## src/rtl/refsched_pkg.sv

```systemverilog
package refsched_pkg;

  typedef enum logic [1:0] {
    CMD_NONE = 2'd0,
    CMD_PALL = 2'd1,
    CMD_REFR = 2'd2,
    CMD_SREN = 2'd3
  } dcmd_t;

  typedef enum logic [3:0] {
    ST_PWR,
    ST_IDLE,
    ST_REQ,
    ST_PRE,
    ST_PREW,
    ST_REF,
    ST_RFC,
    ST_SRE,
    ST_SR,
    ST_SRX
  } st_t;

  // round a duration up to whole clocks (minimum waits)
  function automatic int cyc_ceil(longint dur_ps, longint clk_ps);
    return int'((dur_ps + clk_ps - 1) / clk_ps);
  endfunction

  // round a duration down to whole units (maximum intervals)
  function automatic int cyc_floor(longint dur_ps, longint unit_ps);
    return int'(dur_ps / unit_ps);
  endfunction

  function automatic int at_least(int v, int floor_v);
    return (v < floor_v) ? floor_v : v;
  endfunction

  function automatic int max2(int a, int b);
    return (a > b) ? a : b;
  endfunction

  function automatic dcmd_t cmd_of(st_t s);
    case (s)
      ST_PRE:  return CMD_PALL;
      ST_REF:  return CMD_REFR;
      ST_SRE:  return CMD_SREN;
      default: return CMD_NONE;
    endcase
  endfunction

  function automatic logic clock_stopped(st_t s);
    return (s == ST_PWR) || (s == ST_SRE) || (s == ST_SR);
  endfunction

  function automatic logic owns_bus(st_t s);
    return (s == ST_REQ) || (s == ST_PRE) || (s == ST_PREW) || (s == ST_REF) ||
           (s == ST_RFC) || (s == ST_SRE) || (s == ST_SR);
  endfunction

  function automatic logic hard_hold(st_t s);
    return (s == ST_PWR) || (s == ST_PRE) || (s == ST_PREW) || (s == ST_REF) ||
           (s == ST_RFC) || (s == ST_SRE) || (s == ST_SR);
  endfunction

endpackage

```

## src/rtl/refsched_timer.sv

```systemverilog
module refsched_timer #(
  parameter int W       = 8,
  parameter int RST_VAL = 1
) (
  input  logic         clk,
  input  logic         rst_n,
  input  logic         ld,
  input  logic [W-1:0] ld_val,
  output logic [W-1:0] cnt,
  output logic         last
);

  always_ff @(posedge clk or negedge rst_n) begin
    if (!rst_n)           cnt <= W'(RST_VAL);
    else if (ld)          cnt <= ld_val;
    else if (cnt != '0)   cnt <= cnt - 1'b1;
  end

  assign last = (cnt == W'(1));

endmodule

```

## src/rtl/refsched_tick.sv

```systemverilog
module refsched_tick
  import refsched_pkg::*;
#(
  parameter int DIV   = 10,
  parameter int TICKS = 39
) (
  input  logic clk,
  input  logic rst_n,
  input  logic en,
  output logic due
);

  localparam int PW     = at_least($clog2(DIV), 1);
  localparam int IW     = at_least($clog2(TICKS), 1);
  localparam int PERIOD = DIV * TICKS;
  localparam int GW     = $clog2(PERIOD + 1);

  logic [PW-1:0] pre_q;
  logic [IW-1:0] ival_q;
  logic          tick;

  assign tick = en && (pre_q == PW'(DIV - 1));
  assign due  = tick && (ival_q == IW'(TICKS - 1));

  always_ff @(posedge clk or negedge rst_n) begin
    if (!rst_n) begin
      pre_q  <= '0;
      ival_q <= '0;
    end else if (!en) begin
      pre_q  <= '0;
      ival_q <= '0;
    end else begin
      pre_q <= tick ? '0 : pre_q + 1'b1;
      if (tick) ival_q <= (ival_q == IW'(TICKS - 1)) ? '0 : ival_q + 1'b1;
    end
  end

  // independent cycle count since enable or the previous due
  logic [GW-1:0] gap_q;
  always_ff @(posedge clk or negedge rst_n) begin
    if (!rst_n)      gap_q <= '0;
    else if (!en)    gap_q <= '0;
    else if (due)    gap_q <= '0;
    else             gap_q <= gap_q + 1'b1;
  end


  due_spacing_chk: assert property (@(posedge clk) disable iff (!rst_n)
    due |-> (gap_q == GW'(PERIOD - 1)));

endmodule

```

## src/rtl/refsched_credit.sv

```systemverilog
module refsched_credit #(
  parameter int MAXC = 8
) (
  input  logic                        clk,
  input  logic                        rst_n,
  input  logic                        earn,
  input  logic                        spend,
  input  logic                        wipe,
  input  logic                        seed,
  output logic [$clog2(MAXC+1)-1:0]   owed,
  output logic                        full
);

  localparam int CW = $clog2(MAXC + 1);

  logic can_up, can_dn;
  assign can_up = earn && (owed != CW'(MAXC));
  assign can_dn = spend && (owed != '0);

  always_ff @(posedge clk or negedge rst_n) begin
    if (!rst_n)      owed <= '0;
    else if (wipe)   owed <= '0;
    else if (seed)   owed <= CW'(1);
    else begin
      case ({can_up, can_dn})
        2'b10:   owed <= owed + 1'b1;
        2'b01:   owed <= owed - 1'b1;
        default: owed <= owed;
      endcase
    end
  end

  assign full = (owed == CW'(MAXC));


  credit_cap_chk: assert property (@(posedge clk) disable iff (!rst_n)
    owed <= CW'(MAXC));


  spend_has_credit_chk: assert property (@(posedge clk) disable iff (!rst_n)
    spend |-> (owed != '0));

endmodule

```

## src/rtl/dram_refresh_sched.sv

```systemverilog
module dram_refresh_sched
  import refsched_pkg::*;
#(
  parameter int CLK_PS        = 20000,
  parameter int REFI_PS       = 7800000,
  parameter int RFC_PS        = 72000,
  parameter int RP_PS         = 18000,
  parameter int PWRUP_PS      = 200000000,
  parameter int TICK_DIV      = 10,
  parameter int SRX_NONRD_CYC = 12,
  parameter int SRX_RD_CYC    = 200,
  parameter int MAX_OWED      = 8
) (
  input  logic       clk,
  input  logic       rst_n,
  input  logic       arb_gnt,
  input  logic       banks_idle,
  input  logic       sr_req,
  output logic       arb_req,
  output logic       arb_force,
  output logic [1:0] cmd_code,
  output logic       cke,
  output logic       busy,
  output logic       rd_blocked
);

  localparam int RFC_CYC    = at_least(cyc_ceil(RFC_PS, CLK_PS), 2);
  localparam int RP_CYC     = at_least(cyc_ceil(RP_PS, CLK_PS), 2);
  localparam int PWR_CYC    = at_least(cyc_ceil(PWRUP_PS, CLK_PS), 2);
  localparam int REFI_TICKS = at_least(cyc_floor(REFI_PS, longint'(CLK_PS) * TICK_DIV), 1);
  localparam int RD_CYC     = at_least(SRX_RD_CYC, at_least(SRX_NONRD_CYC, 2));
  localparam int TMR_MAX    = max2(max2(PWR_CYC, RD_CYC), max2(RFC_CYC, RP_CYC));
  localparam int TW         = $clog2(TMR_MAX + 1);
  localparam int CW         = $clog2(MAX_OWED + 1);
  localparam int SW         = $clog2(max2(RFC_CYC, RP_CYC) + 1);
  localparam int UW         = $clog2(PWR_CYC + 1);

  st_t           state_q, state_d, after_gap;
  logic          tmr_ld;
  logic [TW-1:0] tmr_val, tmr_cnt;
  logic          tmr_last;
  logic          due;
  logic [CW-1:0] owed;
  logic          owed_full, owed_any;

  // named events
  logic ref_issue, pre_issue, sre_issue, pwr_done, cnt_en, in_srx;
  assign ref_issue = (state_q == ST_REF);
  assign pre_issue = (state_q == ST_PRE);
  assign sre_issue = (state_q == ST_SRE);
  assign in_srx    = (state_q == ST_SRX);
  assign pwr_done  = (state_q == ST_PWR) && tmr_last;
  assign cnt_en    = !clock_stopped(state_q);
  assign owed_any  = (owed != '0);

  refsched_tick #(.DIV(TICK_DIV), .TICKS(REFI_TICKS)) u_tick (
    .clk (clk), .rst_n (rst_n), .en (cnt_en), .due (due)
  );

  refsched_credit #(.MAXC(MAX_OWED)) u_credit (
    .clk (clk), .rst_n (rst_n), .earn (due), .spend (ref_issue),
    .wipe (sre_issue), .seed (pwr_done), .owed (owed), .full (owed_full)
  );

  refsched_timer #(.W(TW), .RST_VAL(PWR_CYC)) u_timer (
    .clk (clk), .rst_n (rst_n), .ld (tmr_ld), .ld_val (tmr_val),
    .cnt (tmr_cnt), .last (tmr_last)
  );

  // what follows a finished wait: pay debt, then sleep, else release
  always_comb begin
    if (owed_any)    after_gap = ST_REF;
    else if (sr_req) after_gap = ST_SRE;
    else             after_gap = ST_IDLE;
  end

  always_comb begin
    state_d = state_q;
    tmr_ld  = 1'b0;
    tmr_val = '0;
    case (state_q)
      ST_PWR:  if (tmr_last) state_d = ST_REQ;
      ST_IDLE: if (owed_any || sr_req) state_d = ST_REQ;
      ST_REQ:  if (arb_gnt) state_d = banks_idle ? after_gap : ST_PRE;
      ST_PRE: begin
        state_d = ST_PREW;
        tmr_ld  = 1'b1;
        tmr_val = TW'(RP_CYC - 1);
      end
      ST_PREW: if (tmr_last) state_d = after_gap;
      ST_REF: begin
        state_d = ST_RFC;
        tmr_ld  = 1'b1;
        tmr_val = TW'(RFC_CYC - 1);
      end
      ST_RFC:  if (tmr_last) state_d = after_gap;
      ST_SRE:  state_d = ST_SR;
      ST_SR: if (!sr_req) begin
        state_d = ST_SRX;
        tmr_ld  = 1'b1;
        tmr_val = TW'(RD_CYC);
      end
      ST_SRX:  if (tmr_last) state_d = ST_IDLE;
      default: state_d = ST_IDLE;
    endcase
  end

  always_ff @(posedge clk or negedge rst_n) begin
    if (!rst_n) state_q <= ST_PWR;
    else        state_q <= state_d;
  end

  assign cmd_code   = cmd_of(state_q);
  assign cke        = !clock_stopped(state_q);
  assign arb_req    = owns_bus(state_q);
  assign arb_force  = owed_full;
  assign busy       = hard_hold(state_q) ||
                      (in_srx && (tmr_cnt > TW'(RD_CYC - SRX_NONRD_CYC)));
  assign rd_blocked = busy || in_srx;

  // ---------------- checks ----------------
  logic [SW-1:0] since_ref, since_pre;
  logic [UW-1:0] up_cyc;

  always_ff @(posedge clk or negedge rst_n) begin
    if (!rst_n) begin
      since_ref <= SW'(RFC_CYC);
      since_pre <= SW'(RP_CYC);
      up_cyc    <= '0;
    end else begin
      if (ref_issue)                     since_ref <= SW'(1);
      else if (since_ref < SW'(RFC_CYC)) since_ref <= since_ref + 1'b1;
      if (pre_issue)                     since_pre <= SW'(1);
      else if (since_pre < SW'(RP_CYC))  since_pre <= since_pre + 1'b1;
      if (up_cyc < UW'(PWR_CYC))         up_cyc <= up_cyc + 1'b1;
    end
  end


  ref_gap_chk: assert property (@(posedge clk) disable iff (!rst_n)
    ref_issue |-> (since_ref >= SW'(RFC_CYC)));


  pre_to_ref_chk: assert property (@(posedge clk) disable iff (!rst_n)
    ref_issue |-> (since_pre >= SW'(RP_CYC)));


  cmd_needs_gnt_chk: assert property (@(posedge clk) disable iff (!rst_n)
    (cmd_code != 2'd0) |-> arb_gnt);


  pwrup_wait_chk: assert property (@(posedge clk) disable iff (!rst_n)
    cke |-> (up_cyc >= UW'(PWR_CYC)));


  sre_banks_idle_chk: assert property (@(posedge clk) disable iff (!rst_n)
    (sre_issue || ref_issue) |-> banks_idle);


  cke_rise_hold_chk: assert property (@(posedge clk) disable iff (!rst_n)
    $rose(cke) |=> cke);


  cke_fall_hold_chk: assert property (@(posedge clk) disable iff (!rst_n)
    $fell(cke) |=> !cke);

endmodule

```

## config.mk

```make
export PLATFORM = sky130hd
export DESIGN_NAME = dram_refresh_sched
export DESIGN_NICKNAME = d
export VERILOG_FILES = /design/src/rtl/refsched_pkg.sv /design/src/rtl/refsched_timer.sv /design/src/rtl/refsched_tick.sv /design/src/rtl/refsched_credit.sv /design/src/rtl/dram_refresh_sched.sv
export SDC_FILE = /design/constraint.sdc
export NUM_CORES = 1
export LEC_CHECK = 0
export CAP_MARGIN = 40
export CORE_ASPECT_RATIO = 0.75
export CORE_UTILIZATION = 35
export DETAILED_ROUTE_END_ITERATION = 7
export DONT_BUFFER_PORTS = 1
export SLEW_MARGIN = 20
export SYNTH_ARGS = -nofsm -noshare
export SYNTH_HDL_FRONTEND = slang
export SYNTH_SLANG_ARGS = --single-unit
```

## constraint.sdc

```tcl
create_clock -name clk -period 3.03 [get_ports clk]
set_input_delay 0.606 -clock clk [delete_from_list [all_inputs] [get_ports clk]]
set_output_delay 0.606 -clock clk [all_outputs]
set_load 0.01 [all_outputs]
```

== Word-level counts from Yosys, hierarchy flattened ==
Index checks and enable logic that the tools add are counted.

* $lt $le $gt $ge: 1
* Eq/ne operators: 22
* Reductions and logical operators: 33
* Add/sub/neg operators: 5
* Muxes and demuxes: 25

{| class="wikitable"
|+ Operators by type and width
! operator !! number
|-
| $mux W4 || 11
|-
| $pmux W4 S9 || 1
|-
| $mux W14 || 2
|-
| $pmux W8 S3 || 1
|-
| $mux W6 || 3
|-
| $logic_or A1 B1 Y1 || 17
|-
| $eq A4 B3 Y1 const B || 4
|-
| $eq A4 B4 Y1 const B || 4
|-
| $eq A14 B1 Y1 const B || 1
|-
| $gt A14 B8 Y1 const B || 1
|-
| $reduce_bool A14 Y1 || 1
|-
| $sub A14 B1 Y14 const B || 1
|-
| $ne A2 B2 Y1 const B || 5
|-
| $add A4 B1 Y4 const B || 2
|-
| $eq A4 B2 Y1 const B || 2
|-
| $mux W8 || 1
|-
| $pmux W4 S2 || 1
|-
| $reduce_bool A4 Y1 || 2
|-
| $add A6 B1 Y6 const B || 1
|-
| $eq A6 B6 Y1 const B || 1
|-
| $logic_and A1 B1 Y1 || 6
|-
| $mux W3 || 2
|-
| $pmux W2 S3 || 1
|-
| $reduce_and A6 Y1 || 1
|-
| 12 further kinds || 14
|}

* Input bits: 5
* Output and inout bits: 7
* Flip-flop bits (word level): 32
* Logic and storage cells: 91

== Longest topological paths before layout ==
* Word-level depth: 11
* Gate-level depth with buffers: 13
* Mapped depth without buffers: 13

== By module ==
Synthesis repeated with hierarchy kept, for this count alone.

* Cells, all modules: 255
* Area total of the unflattened synthesis: 2274.7 um^2

{| class="wikitable"
|+ Modules (own cells, without submodules)
! module !! seq. area each (um^2) !! times used !! area an instance (um^2) !! cells each
|-
| refsched_timer || 356.6 || 1 || 918.4 || 98
|-
| refsched_tick || 250.2 || 1 || 554.3 || 56
|-
| dram_refresh_sched || 100.1 || 1 || 501.7 || 71
|-
| refsched_credit || 100.1 || 1 || 300.3 || 30
|}

== Least setup slack after synthesis ==
OpenSTA, ideal clock, no wires.

* Path kind: register -> register
* Start: reg u_tick.ival_q[0]
* End: reg u_credit.owed[3]
* Path slack: 0.229 ns
* Library setup time: 0.126 ns
* Period minus slack after synthesis: 2.801 ns
* Data required time: 2.904 ns
* Path buffers: 0
* Stages on the path, launching flop included: 13
* Arrival: 2.675 ns
* Cell sequence: dfrtp_1 -> inv_1 -> ha_1 -> nand2_1 -> nor4_1 -> or4b_2 -> ha_1 -> ha_1 -> and3_1 -> o21ai_0 -> o211ai_1 -> xor2_1 -> nor2_1

* Cells in the longest elaborated chain, start to end: 7
* Elaborated cells on any way between the ends: 9
* Classes of those cells: eq/ne (3); mux (3); reduce/logical (3)

{| class="wikitable"
|+ Ends and longest elaborated chain
! what !! line !! RTL
|-
| start: declaration || refsched_tick.sv:19 || <nowiki>logic [IW-1:0] ival_q;</nowiki>
|-
| start signal: assignment || refsched_tick.sv:34 || <nowiki>if (tick) ival_q <= (ival_q == IW'(TICKS - 1)) ? '0 : ival_q + 1'b1;</nowiki>
|-
| $eq A6 B6 Y1 * || refsched_tick.sv:23 || <nowiki>assign due = tick && (ival_q == IW'(TICKS - 1));</nowiki>
|-
| $logic_and A1 B1 Y1 * || refsched_tick.sv:23 ||
|-
| $logic_and A1 B1 Y1 * || refsched_credit.sv:17 || <nowiki>assign can_up = earn && (owed != CW'(MAXC));</nowiki>
|-
| $eq A2 B1 Y1 or $eq A2 B2 Y1 (tied branches) || refsched_credit.sv:25 || <nowiki>case ({can_up, can_dn})</nowiki>
|-
| $pmux W4 S2 || refsched_credit.sv:25 ||
|-
| $mux W4 || refsched_credit.sv:23 || <nowiki>else if (seed) owed <= CW'(1);</nowiki>
|-
| $mux W4 || refsched_credit.sv:22 || <nowiki>else if (wipe) owed <= '0;</nowiki>
|-
| end signal: assignment || refsched_credit.sv:26 || <nowiki>2'b10: owed <= owed + 1'b1;</nowiki>
|-
| end signal: assignment || refsched_credit.sv:27 || <nowiki>2'b01: owed <= owed - 1'b1;</nowiki>
|-
| end signal: assignment || refsched_credit.sv:28 || <nowiki>default: owed <= owed;</nowiki>
|-
| end: declaration || refsched_credit.sv:10 || <nowiki>output logic [$clog2(MAXC+1)-1:0] owed,</nowiki>
|}

Mark *: on every way between the ends. The rest lies on a longest branch, timed or not.
A chain may end at the register's enable or synchronous reset.

== Worst setup path after layout ==
Ends and elaborated chain as after synthesis.

==> run_results.csv <==
group,metric,value,unit
logic_synthesis,syn_nets,256,
worst_setup_path,reg2reg_to,"u_credit.owed[3]",
logic_synthesis,syn_inst,240,
detailed_routing,drtIter0Drc,113,
grt,antenna_found_initial,0,
power,p_clk_share,21.1,%
cts,post-cts-setup-buffer-count,0,
timing,tightest_slew,0.7070,ns
worst_setup_path,critPathLaunch,"u_tick.ival_q[0]",
power,pwr_density_cell,906.9,nW/um^2
floorplanning,dieArea,6312,um^2
floorplanning,start_util,36.20,%
timing,fin_skew,0.008015,ns
cts,cts_made_buffers,5,
detailed_routing,ant_nets,0,
worst_setup_path,path_class,"reg2reg",
placement,place_inst,315,
floorplanning,die_x,91.41,um
power,irDropWorstVdd,0.4451,mV
cts,root_buffer,"clkbuf_8",
logic_synthesis,netlist_area,2098,um^2
worst_setup_path,cp.required,3.20,ns
cts,cts_tree,"yes",
detailed_routing,routed_wl,4.633,mm
run,cap_viol_max_count,0,
grt,grt_usage,15.31,%
timing,maxSlewHeadroom,52.71,%
detailed_routing,vias,1738,
timing,rsz0062_at_grt,"false",
floorplanning,core_area,5796,um^2
detailed_routing,via_per_inst,5.331,
layout,nets,263,
layout,finish.utilization,41.15,%
cts,clkTransAtPathRegs,0.07,ns
placement,gp_congestion,0.8201,
detailed_routing,routedWlPerCell,14.21,um
logic_synthesis,ys_seq_elements,32,
logic_synthesis,post_synth.cell_area_avg,8.743,um^2
placement,dp_hpwl,3.124,mm
floorplanning,die_h,69.06,um
power,pwr-share-comb,46.2,%
timing,whs,0.01704,ns
timing,setup_violations,0,
cts,clock-sinks,32,
worst_setup_path,critPathLaunchType,"flip-flop",
worst_setup_path,r2r_slack,0.27,ns
timing,tns,0,ns
layout,area_delta_synth_final,13.66,%
power,p_sw_share,40.62,%
logic_synthesis,yosysUniqueCellTypes,51,
timing,drv_slew,0,
timing,hold_violations,0,
layout,final_cells,326,
worst_setup_path,crit_arrival,2.93,ns
placement,portBuffers,0,
detailed_routing,drc,0,
floorplanning,row_count,24,
detailed_routing,firstDrtPassIters,4,
power,power_frac_seq,32.7,%
power,p_leak,1.047,nW
status,status,"finished, final reports clean",
timing,max_freq,362.2,MHz
cts,clk_path_buf_depth,2,
layout,diodes,0,
layout,drive_gt1_share,12.90,%
floorplanning,io_pins,12,
grt,overflow,0,
grt,grt_max_degree,24,
logic_synthesis,synth_seq_area_share,38.46,%
logic_synthesis,yosysWarnings,0,
hold_path,hold_path.class,"in2async",
worst_setup_path,reg2reg_from,"u_tick.ival_q[0]",
worst_setup_path,endpoint_kind,"flip-flop",
grt,grt_pass1_vias,1659,
grt,grt_pass1_wl,7.728,mm
logic_synthesis,synth-edff-count,0,
logic_synthesis,synthFlopType,"dfrtp_1",
power,p_sw,878.6,uW
power,p_int,1.284,mW
worst_setup_path,critPathMaxFanout,5,
logic_synthesis,synthArstFlopShare,100.0,%
cts,clock_latency,0.29,ns
timing,period_share,91.13,%
cts,htreeDepth,2,
worst_setup_path,r2r_cells,12,
timing,fin_crit,2.761,ns
registers in the layout, indices dropped and copies added, names as in the netlist:
| signal | count |
|---|---|
| u_tick.ival_q | 6 |
| u_tick.pre_q | 4 |
| state_q | 4 |
| u_timer.cnt | 14 |
| u_credit.owed | 4 |
kinds of logic after synthesis:
logic type / synth area share, %
simple gates: 25.64
compound gates: 16.10
flops: 38.46
buf+inv: 4.651
xor+xnor: 6.679
fa+ha+maj: 6.559
mux: 1.908
cells in the mapped netlist, drive strengths merged (2+ instances only):
library cell	count	area, um^2
nor2	37	141.4
dfrtp	27	675.7
a21oi	18	90.09
nand2	13	48.80
o21ai	13	68.82
ha	11	137.6
inv	11	41.29
xnor2	9	78.83
nand3	8	40.04
clkbuf	7	36.28
xor2	7	61.31
a31oi	5	31.28
dfstp	5	131.4
nor3b	5	42.54
nor4	5	31.28
buf	4	20.02
mux2i	4	40.04
nand2b	4	25.02
nor3	4	20.02
o21a	4	30.03
o22ai	4	25.02
and3	3	18.77
or3	3	23.77
a21o	2	15.01
a2bb2oi	2	17.52
nand4	2	12.51
nand4b	2	17.52
nor2b	2	12.51
nor4b	2	17.52
or4	2	18.77
cell type report:
cell class	count	area, um^2
fillers	581	3411
well taps	78	97.59
inverters	11	41.29
clock buffers	7	96.34
clock inverters	1	30.03
multi-input cells	186	1222
repair buffers	11	90.09
flip-flops and latches	32	807.0
worst max-delay path by stage:
stage                  endpoint  slack (ns)
5_1_grt        u_credit.owed[3]        0.04
4_1_cts        u_credit.owed[3]        0.03
2_1_floorplan  u_credit.owed[3]        0.23
3_3_place_gp   u_credit.owed[3]        0.12
6_report       u_credit.owed[3]        0.27
3_5_place_dp   u_credit.owed[3]        0.05
critical path: stages, from the launching register on:
cell	delay, ns
dfrtp_1	0.39
inv_1	0.10
ha_1	0.15
nand2_1	0.10
nor4_4	0.19
or4b_4	0.51
ha_2	0.23
ha_1	0.33
and3_1	0.20
o21ai_0	0.14
o211ai_1	0.11
xor2_1	0.14
nor2_1	0.05
per-stage QoR:
| stage | setup slack (ns) | area (um^2) | total power, mW |
|---|---|---|---|
| 2_1_floorplan | 0.2294 | 2098 | 1.491 |
| 3_3_place_gp | 0.1220 | 2207 | 1.689 |
| 3_5_place_dp | 0.04838 | 2207 | 1.696 |
| 4_1_cts | 0.02951 | 2354 | 2.173 |
| 5_1_grt | 0.03651 | 2385 | 2.348 |
| 6_report | 0.2687 | 2385 | 2.163 |
what timing repair did:
item                       4_1_cts  5_1_grt
hold buffers                     2        1
gates resized for setup          0        4
hold endpoints to repair        15        4
setup endpoints to repair        0        2
per-layer routing:
| metal | vias up | wire, um | track usage [%] |
|---|---|---|---|
| li1 | 870 | - | - |
| met3 | 5 | 183 | 4.084 |
| met2 | 37 | 2126 | 24.98 |
| met1 | 826 | 2294 | 20.17 |
| met5 | - | 0 | 0 |
| met4 | 0 | 29 | 3.704 |
power by group through the flow:
stage          Sequential [mW]  Combinational, mW  Clock (mW)
6_report                 0.707               1.00       0.456
3_5_place_dp             0.711              0.985           0
3_3_place_gp             0.709              0.979           0
5_1_grt                  0.725               1.13       0.487
4_1_cts                  0.705               1.00       0.467
2_1_floorplan            0.675              0.815           0
layout by cell type (no fill, tap or decap), drive strengths merged, types with 5 or more instances in the layout:
cell,instances
nor2,37
dfrtp,27
a21oi,18
nand2,13
o21ai,13
inv,11
ha,11
xnor2,9
nand3,8
buf,8
xor2,7
clkbuf,7
a31oi,5
dfstp,5
nor4,5
nor3b,5
(Power assumes the default switching activity.)
